$ cat src/rtl/nbr_pkg.sv
package nbr_pkg;
  localparam int NIB_W  = 4;
  localparam int PAIR_W = 2 * NIB_W;
  localparam int NPAIR  = 7;
  localparam logic [3:0] SLOT_PTR  = 4'd14;
  localparam logic [3:0] SLOT_BANK = 4'd15;

  // Reset content of pair p in bank b (5-bit values, bank 0 cleared)
  function automatic logic [PAIR_W-1:0] pair_reset(input int b, input int p);
    if (b == 0) return '0;
    return PAIR_W'((b * 7 + p * 11) % 32);
  endfunction

  function automatic logic [NIB_W-1:0] pick_nibble(input logic [PAIR_W-1:0] pair,
                                                   input logic upper);
    return upper ? pair[PAIR_W-1:NIB_W] : pair[NIB_W-1:0];
  endfunction

  function automatic logic bank_ok(input logic [NIB_W-1:0] v, input int nbank);
    return int'(v) < nbank;
  endfunction
endpackage

$ cat src/rtl/nbr_strobe.sv
module nbr_strobe (
  input  logic clk,
  input  logic rst_n,
  input  logic cs_n,
  input  logic rs,
  input  logic wr_n,
  output logic reg_wr_evt,
  output logic ram_wr_evt
);
  logic wr_n_q;
  logic wr_rise;

  always_ff @(posedge clk or negedge rst_n) begin
    if (!rst_n) wr_n_q <= 1'b1;
    else        wr_n_q <= wr_n;
  end

  assign wr_rise    = wr_n & ~wr_n_q & ~cs_n;
  assign reg_wr_evt = wr_rise & rs;
  assign ram_wr_evt = wr_rise & ~rs;
endmodule

$ cat src/rtl/nbr_ctrl.sv
module nbr_ctrl #(
  parameter int NBANK  = 6,
  parameter int BANK_W = 3
) (
  input  logic              clk,
  input  logic              rst_n,
  input  logic              bank_evt,
  input  logic              ptr_evt,
  input  logic [3:0]        wval,
  output logic [BANK_W-1:0] bank_sel,
  output logic [3:0]        rd_ptr
);
  import nbr_pkg::*;

  always_ff @(posedge clk or negedge rst_n) begin
    if (!rst_n) begin
      bank_sel <= '0;
      rd_ptr   <= '0;
    end else begin
      if (bank_evt && bank_ok(wval, NBANK)) bank_sel <= wval[BANK_W-1:0];
      if (ptr_evt) rd_ptr <= wval;
    end
  end
endmodule

$ cat src/rtl/nbr_bank_file.sv
module nbr_bank_file #(
  parameter int NBANK  = 6,
  parameter int BANK_W = 3
) (
  input  logic                                     clk,
  input  logic                                     rst_n,
  input  logic                                     lo_evt,
  input  logic                                     hi_evt,
  input  logic [BANK_W-1:0]                        bank_sel,
  input  logic [2:0]                               pair_idx,
  input  logic [3:0]                               wval,
  output logic [NBANK*nbr_pkg::NPAIR*nbr_pkg::PAIR_W-1:0] pair_flat
);
  import nbr_pkg::*;

  for (genvar b = 0; b < NBANK; b++) begin : g_bank
    for (genvar p = 0; p < NPAIR; p++) begin : g_pair
      localparam logic [PAIR_W-1:0] RV = pair_reset(b, p);
      logic             hit;
      logic [NIB_W-1:0] shadow_q;
      logic [PAIR_W-1:0] val_q;

      assign hit = (bank_sel == BANK_W'(b)) && (pair_idx == 3'(p));

      always_ff @(posedge clk or negedge rst_n) begin
        if (!rst_n) begin
          shadow_q <= RV[NIB_W-1:0];
          val_q    <= RV;
        end else begin
          if (lo_evt && hit) shadow_q <= wval;
          if (hi_evt && hit) val_q    <= {wval, shadow_q};
        end
      end

      assign pair_flat[(b*NPAIR+p)*PAIR_W +: PAIR_W] = val_q;
    end
  end
endmodule

$ cat src/rtl/nbr_readmux.sv
module nbr_readmux #(
  parameter int NBANK  = 6,
  parameter int BANK_W = 3
) (
  input  logic                                     cs_n,
  input  logic                                     rs,
  input  logic                                     rd_n,
  input  logic [NBANK*nbr_pkg::NPAIR*nbr_pkg::PAIR_W-1:0] pair_flat,
  input  logic [BANK_W-1:0]                        bank_sel,
  input  logic [3:0]                               rd_ptr,
  output logic [7:0]                               dout,
  output logic                                     dout_oe
);
  import nbr_pkg::*;

  logic [NIB_W-1:0]  nib;
  logic [PAIR_W-1:0] cur_pair;
  int                idx;

  always_comb begin
    idx      = int'(bank_sel) * NPAIR + int'(rd_ptr[3:1]);
    cur_pair = '0;
    if (rd_ptr[3:1] != 3'd7 && idx < NBANK * NPAIR)
      cur_pair = pair_flat[idx*PAIR_W +: PAIR_W];
    if (rd_ptr == SLOT_BANK)     nib = NIB_W'(bank_sel);
    else if (rd_ptr == SLOT_PTR) nib = rd_ptr;
    else                         nib = pick_nibble(cur_pair, rd_ptr[0]);
    dout_oe = !cs_n && rs && !rd_n;
    dout    = dout_oe ? {rd_ptr, nib} : 8'h00;
  end
endmodule

$ cat src/rtl/nbr_regif.sv
module nbr_regif #(
  parameter int NBANK  = 6,
  parameter int BANK_W = 3
) (
  input  logic                          clk,
  input  logic                          rst_n,
  input  logic                          cs_n,
  input  logic                          rs,
  input  logic                          wr_n,
  input  logic                          rd_n,
  input  logic [7:0]                    din,
  output logic [7:0]                    dout,
  output logic                          dout_oe,
  output logic                          ram_wr,
  output logic                          ram_rd,
  output logic [BANK_W-1:0]             bank_sel,
  output logic [NBANK*7*8-1:0]          pair_flat
);
  import nbr_pkg::*;

  logic       reg_wr_evt;
  logic       lo_evt;
  logic       hi_evt;
  logic       ptr_evt;
  logic       bank_evt;
  logic [3:0] wr_slot;
  logic [3:0] wr_val;
  logic [3:0] rd_ptr;

  assign wr_slot  = din[7:4];
  assign wr_val   = din[3:0];
  assign lo_evt   = reg_wr_evt && (wr_slot < SLOT_PTR) && !wr_slot[0];
  assign hi_evt   = reg_wr_evt && (wr_slot < SLOT_PTR) &&  wr_slot[0];
  assign ptr_evt  = reg_wr_evt && (wr_slot == SLOT_PTR);
  assign bank_evt = reg_wr_evt && (wr_slot == SLOT_BANK);
  assign ram_rd   = !cs_n && !rs && !rd_n;

  nbr_strobe u_strobe (
    .clk(clk), .rst_n(rst_n), .cs_n(cs_n), .rs(rs), .wr_n(wr_n),
    .reg_wr_evt(reg_wr_evt), .ram_wr_evt(ram_wr)
  );

  nbr_ctrl #(.NBANK(NBANK), .BANK_W(BANK_W)) u_ctrl (
    .clk(clk), .rst_n(rst_n), .bank_evt(bank_evt), .ptr_evt(ptr_evt),
    .wval(wr_val), .bank_sel(bank_sel), .rd_ptr(rd_ptr)
  );

  nbr_bank_file #(.NBANK(NBANK), .BANK_W(BANK_W)) u_file (
    .clk(clk), .rst_n(rst_n), .lo_evt(lo_evt), .hi_evt(hi_evt),
    .bank_sel(bank_sel), .pair_idx(wr_slot[3:1]), .wval(wr_val),
    .pair_flat(pair_flat)
  );

  nbr_readmux #(.NBANK(NBANK), .BANK_W(BANK_W)) u_rd (
    .cs_n(cs_n), .rs(rs), .rd_n(rd_n), .pair_flat(pair_flat),
    .bank_sel(bank_sel), .rd_ptr(rd_ptr), .dout(dout), .dout_oe(dout_oe)
  );
endmodule

$ cat config.mk
export PLATFORM = sky130hd
export DESIGN_NAME = nbr_regif
export DESIGN_NICKNAME = d
export VERILOG_FILES = /design/src/rtl/nbr_pkg.sv /design/src/rtl/nbr_strobe.sv /design/src/rtl/nbr_ctrl.sv /design/src/rtl/nbr_bank_file.sv /design/src/rtl/nbr_readmux.sv /design/src/rtl/nbr_regif.sv
export SDC_FILE = /design/constraint.sdc
export NUM_CORES = 1
export LEC_CHECK = 0
export BUFFER_PORTS_ARGS = -buffer_cell sky130_fd_sc_hd__buf_2
export CAP_MARGIN = 20
export CELL_PAD_IN_SITES_DETAIL_PLACEMENT = 0
export CELL_PAD_IN_SITES_GLOBAL_PLACEMENT = 1
export CORE_AREA = 3 3 184 258
export DETAILED_ROUTE_END_ITERATION = 10
export DIE_AREA = 0 0 187 261
export GPL_ROUTABILITY_DRIVEN = 0
export PLACE_DENSITY = 0.86
export SLEW_MARGIN = 5
export SYNTH_ARGS = -nofsm -noshare
export SYNTH_HDL_FRONTEND = slang
export SYNTH_SLANG_ARGS = --single-unit
$ cat constraint.sdc
create_clock -name clk -period 5.8 [get_ports clk]
set_input_delay 0.87 -clock clk [delete_from_list [all_inputs] [get_ports clk]]
set_output_delay 0.87 -clock clk [all_outputs]
set_load 0.01 [all_outputs]
# Word-level counts from Yosys, hierarchy flattened

Cells that the tools add are included.

Bits in registers: 512
Input port bits: 14
Output and inout port bits: 350

$add $sub $neg: 1
Multipliers: 1
Magnitude comparators: 3
Eq/ne operators: 16
Shift-type cells: 1
Mux-type cells: 5
Bitwise logic cells: 7
Reduce and logical (&&, ||, !) cells: 143

Operators with widths:

| cell                | number |
|---|---|
| $shiftx 336x32->8   | 1 |
| $logic_and 1x1->1   | 137 |
| $add 32x4->32       | 1 |
| $lt 32x7->1 const B | 1 |
| $eq 4x4->1 const B  | 4 |
| $mux 8              | 2 |
| $eq 3x3->1 const B  | 5 |
| $eq 3x2->1 const B  | 4 |
| $mux 4              | 3 |
| $eq 3x1->1 const B  | 2 |
| $logic_not 3->1     | 2 |
| $mul 3x3->6 const B | 1 |
| $and 1x1->1         | 4 |
| $logic_not 1->1     | 4 |
| $lt 4x3->1 const B  | 1 |
| $lt 4x4->1 const B  | 1 |
| $ne 3x3->1 const B  | 1 |
| $not 1->1           | 3 |

# Depth between registers and ports, before layout

Word-level depth: 9
Mapped depth: 16
Depth with buffers taken out: 12

# Modules after synthesis

Synthesis repeated with hierarchy kept, for this count alone.

Cell total of the unflattened synthesis: 1523
Area, all modules: 23324.9 um^2

Modules (own cells, without submodules):

| module        | times used | cells an instance | area each (um^2) | sequential area each (um^2) |
|---|---|---|---|---|
| nbr_bank_file | 1          | 1173              | 19419.9          | 12816.0 |
| nbr_readmux   | 1          | 320               | 3512.1           | 0.0 |
| nbr_ctrl      | 1          | 18                | 285.3            | 175.2 |
| nbr_regif     | 1          | 9                 | 53.8             | 0.0 |
| nbr_strobe    | 1          | 3                 | 53.8             | 26.3 |

# Least setup slack after synthesis

OpenSTA, ideal clock, no wires.

Kind: flip-flop to output port
From: register u_ctrl.bank_sel[2]
To: output port dout[0]
Arrival time: 3.588 ns
Setup slack: 1.342 ns
Cell stages (with the launch flop): 16
Path through: dfrtp_1 -> inv_1 -> clkbuf_1 -> fa_1 -> inv_1 -> ha_1 -> fa_1 -> o21ai_1 -> nor2_2 -> or2_1 -> buf_6 -> buf_6 -> and3_1 -> a2111oi_0 -> a31oi_1 -> a31oi_1

Word-level cells in the longest chain between the ends: 9

RTL lines:

| item                   | RTL line          | source |
|---|---|---|
| start, declared        | nbr_ctrl.sv:10    | `output logic [BANK_W-1:0] bank_sel,` |
| start signal, assigned | nbr_ctrl.sv:20    | `if (bank_evt && bank_ok(wval, NBANK)) bank_sel <= wval[BANK_W-1:0];` |
| $mul 3x3->6 (*)        | nbr_readmux.sv:21 | `idx = int'(bank_sel) * NPAIR + int'(rd_ptr[3:1]);` |
| $add 32x4->32 (*)      | nbr_readmux.sv:21 |  |
| $lt 32x7->1            | nbr_readmux.sv:23 | `if (rd_ptr[3:1] != 3'd7 && idx < NBANK * NPAIR)` |
| $logic_and 1x1->1      | nbr_readmux.sv:23 |  |
| $mux 8 (*)             | nbr_readmux.sv:23 |  |
| $mux 4 (*)             | nbr_pkg.sv:16     | `return upper ? pair[PAIR_W-1:NIB_W] : pair[NIB_W-1:0];` |
| $mux 4 (*)             | nbr_readmux.sv:26 | `else if (rd_ptr == SLOT_PTR) nib = rd_ptr;` |
| $mux 4 (*)             | nbr_readmux.sv:25 | `if (rd_ptr == SLOT_BANK) nib = NIB_W'(bank_sel);` |
| $mux 8 (*)             | nbr_readmux.sv:29 | `dout = dout_oe ? {rd_ptr, nib} : 8'h00;` |
| end, declared          | nbr_regif.sv:12   | `output logic [7:0] dout,` |

Mark *: on every way between the ends. The rest lies on a longest branch, timed or not.

# Final worst setup path

From: register u_ctrl.bank_sel[1]
To: output port dout[1]

Word-level cells in the longest chain between the ends: 9

RTL lines:

| item              | RTL line |
|---|---|
| $mul 3x3->6       | nbr_readmux.sv:21 |
| $add 32x4->32     | nbr_readmux.sv:21 |
| $lt 32x7->1       | nbr_readmux.sv:23 |
| $logic_and 1x1->1 | nbr_readmux.sv:23 |
| $mux 8            | nbr_readmux.sv:23 |
| $mux 4            | nbr_pkg.sv:16 |
| $mux 4            | nbr_readmux.sv:26 |
| $mux 4 (*)        | nbr_readmux.sv:25 |
| $mux 8 (*)        | nbr_readmux.sv:29 |

Marks and branches as above.

==> impl_metrics.ini <==
[timing]
fmax_mhz = 179.0
finalHoldViolCount = 0
slew-limit-headroom = 0.2642
finalMaxSlewViolations = 0
worst_pin_slew_ns = 1.104
grt_setup_unrepaired = no
fin_worst_skew_ns = 0.01667
holdWs_ns = 0.2822
timing.final.crit_share = 0.9632
fin_ws_ns = 0.2132
post-route-min-period_ns = 5.587
fin_setup_tns_ns = 0
finalSetupViolCount = 0

[clock_network]
cts_tree = built
path_clk_slew_ns = 0.06
clk_latency_ns = 0.58
htree_levels = 2
clock_sinks = 512
clock-root-buffer = clkbuf_16
numCtsBuffers = 49
cts_buffer_depth = 3

[route]
via_count = 14910
wire_per_inst_um = 26.90
drt_iter0_drc = 837
drt_wl_total_um = 68560
vias_per_cell = 5.849
drcViolationCount = 0
ant_nets = 0
firstDrtPassIters = 5

[place]
pre_cts_ws_ns = 0.3385
dp_hpwl_um = 50060
place_area_sq_um = 25610
io_buffer_count = 363

[global_routing]
groute.usage.overall = 0.2776
grt-ovfl-total = 0
grt_max_degree = 156
grt_pass1_wl_um = 102200
grt_antenna_before_repair = 2
grt_pass1_vias = 15720

[worst_setup_path]
crit_type = reg2out
reg2reg_slack_ns = 3.29
cp-startpoint = u_ctrl.bank_sel[1]
reg2reg_from = u_strobe.wr_n_q
crit_fanout = 9
worstPathArrival_ns = 4.72
reg2reg_to = u_file.g_bank[3].g_pair[4].val_q[7]
crit_required_ns = 4.93
startpoint_type = register
end_kind = primary output
reg2reg_depth = 5
endpoint = dout[1]

[floorplan]
coreArea_sq_um = 45240
die-area_sq_um = 48810
initial_core_util = 0.5110
fp-row-count = 92
ios = 364
die_h_um = 261
die_width_um = 187

[logic_synthesis]
yosys.area.top_type = dfrtp_1
yosysTopAreaCellShare = 0.3767
async_reset_ff_frac = 1.000
ys_dominant_reg_cell = dfrtp_1
yosys.cell_types.count = 64
synth-edff-count = 0
synth-seq-cells = 512
syn_inst = 1537
netlist_area_sq_um = 23120
synth_nets = 1566
yosysWarningCount = 0
synthTopCellsByArea = dfrtp_1, mux2_2, dfstp_2, mux4_2, nand2_1
seq_area_frac_synth = 0.5631
synth.avg_cell_area_sq_um = 15.04

[final_layout]
syn2layout_area_growth_pct = 17.93
post-route-util = 0.6027
final_net_count = 1926
multi_input_area_sq_um = 9763
final_area_sq_um = 27260
final_layout_size_suffix_gt1_frac = 0.6512
n_antenna_cell = 0
seqCellArea_sq_um = 13020
nFillCells = 3543

[run_status]
status = finished, final reports clean

[power]
cellLeakagePower_nw = 13.65
powerDensity_nw_per_um2 = 272.2
ir_drop_v = 0.0002393

[run]
max_cap_viol_count = 0

[min_path]
hp-class = in2async
-- through the flow --
step           std cells  total power, mW
2_1_floorplan       1537            4.062
3_3_place_gp        2454            4.296
3_5_place_dp        2454            4.311
4_1_cts             2546            7.474
5_1_grt             2549            7.650
6_report            2549            7.421
-- logic make-up (layout without fill, tap and decap cells) --
family,count (synthesis),after routing,synth area share
compound gates,57,57,0.01867
xor+xnor,6,6,0.002923
fa+ha+maj,15,15,0.009417
buf+inv,95,496,0.01818
flops,512,512,0.5631
mux,614,614,0.3369
simple gates,238,238,0.05082
-- timing repair --
action | 4_1_cts | 5_1_grt
gates resized for setup | 2 | 9
buffers inserted | 0 | 3
hold buffers | 0 | 0
setup endpoints to repair | 4 | 4
-- cell usage after synthesis (4+ instances only) --
cell / instances
nand2_1: 116
mux2i_1: 21
clkbuf_1: 59
buf_2: 15
nor2_1: 15
fa_1: 4
inv_1: 10
nor2_2: 22
ha_1: 11
nand4_1: 6
dfrtp_1: 348
nand3_1: 21
mux2_1: 6
a41oi_1: 5
and2_1: 6
o221ai_1: 6
mux2_2: 507
a31oi_1: 5
dfstp_2: 164
buf_6: 4
mux4_2: 80
buf_4: 4
o21ai_0: 8
a21oi_1: 6
and3_1: 19
-- report_power, final --
| group | switching [mW] | internal [mW] | leakage, nW | total [mW] |
|---|---|---|---|---|
| clock network | 1.38 | 1.79 | 0.773 | 3.16 |
| logic | 0.396 | 0.210 | 6.35 | 0.606 |
| registers | 0.0330 | 3.62 | 6.52 | 3.65 |
| total | 1.81 | 5.62 | 13.6 | 7.42 |
-- layer usage --
layer	share of wire	wire length, um	vias to the layer above	track usage
met2	0.51	34690	508	0.4817
met5	0.00044	30	-	0
met1	0.38	26340	7892	0.3449
met3	0.061	4199	140	0.05048
met4	0.048	3297	4	0.1183
li1	-	-	6366	-
-- how the worst min path moves through the flow --
stage / startpoint / to / slack [ns] / cells after the start
floorplan: u_file.g_bank[2].g_pair[5].shadow_q[1] / u_file.g_bank[2].g_pair[5].shadow_q[1] / 0.47 / 1
global route: rst_n / u_file.g_bank[3].g_pair[6].shadow_q[3] / 0.34 / 1
detailed placement: u_file.g_bank[0].g_pair[1].shadow_q[2] / u_file.g_bank[0].g_pair[1].val_q[2] / 0.49 / 1
global placement: u_file.g_bank[3].g_pair[3].shadow_q[3] / u_file.g_bank[3].g_pair[3].val_q[3] / 0.48 / 1
finish: rst_n / u_file.g_bank[3].g_pair[6].shadow_q[3] / 0.28 / 1
CTS: rst_n / u_file.g_bank[3].g_pair[6].shadow_q[3] / 0.31 / 1
-- worst max-delay path: stages, from the launching register on --
cell,delay (ns)
dfrtp_1,0.43
inv_1,0.19
fa_1,0.54
inv_1,0.04
ha_1,0.28
ha_1,0.52
and2b_1,0.23
o21ai_2,0.13
or3_1,0.42
a211oi_2,0.41
and3_1,0.22
a41oi_1,0.04
a41oi_1,0.46
buf_2,0.22
-- cell usage in the layout (no fill, tap or decap), drive strengths merged, types with 4 or more instances in the layout --
| cell | instances |
|---|---|
| fa | 4 |
| nand3 | 24 |
| nand4 | 6 |
| or2 | 4 |
| a41oi | 5 |
| ha | 11 |
| mux2 | 513 |
| inv | 11 |
| a21oi | 6 |
| o21ai | 11 |
| dfstp | 164 |
| nand2 | 116 |
| a31oi | 5 |
| mux4 | 80 |
| clkinv | 9 |
| nor2 | 37 |
| buf | 394 |
| mux2i | 21 |
| xnor2 | 4 |
| clkbuf | 79 |
| and2 | 6 |
| and3 | 19 |
| o221ai | 6 |
| dfrtp | 348 |
-- registers in the layout, indices dropped and copies added, names as in the netlist --
register	cells
u_ctrl.bank_sel	3
u_ctrl.rd_ptr	4
u_file.g_bank.g_pair.shadow_q	168
u_file.g_bank.g_pair.val_q	336
u_strobe.wr_n_q	1
-- layout make-up --
type	instances	share of cell area
Sequential cell	512	0.4775
Clock inverter	13	0.005461
Clock buffer	79	0.05246
Tap cell	611	0.02804
Inverter	10	0.001514
Multi-Input combinational cell	930	0.3581
Timing Repair Buffer	394	0.07692
(Power assumes the default switching activity.)
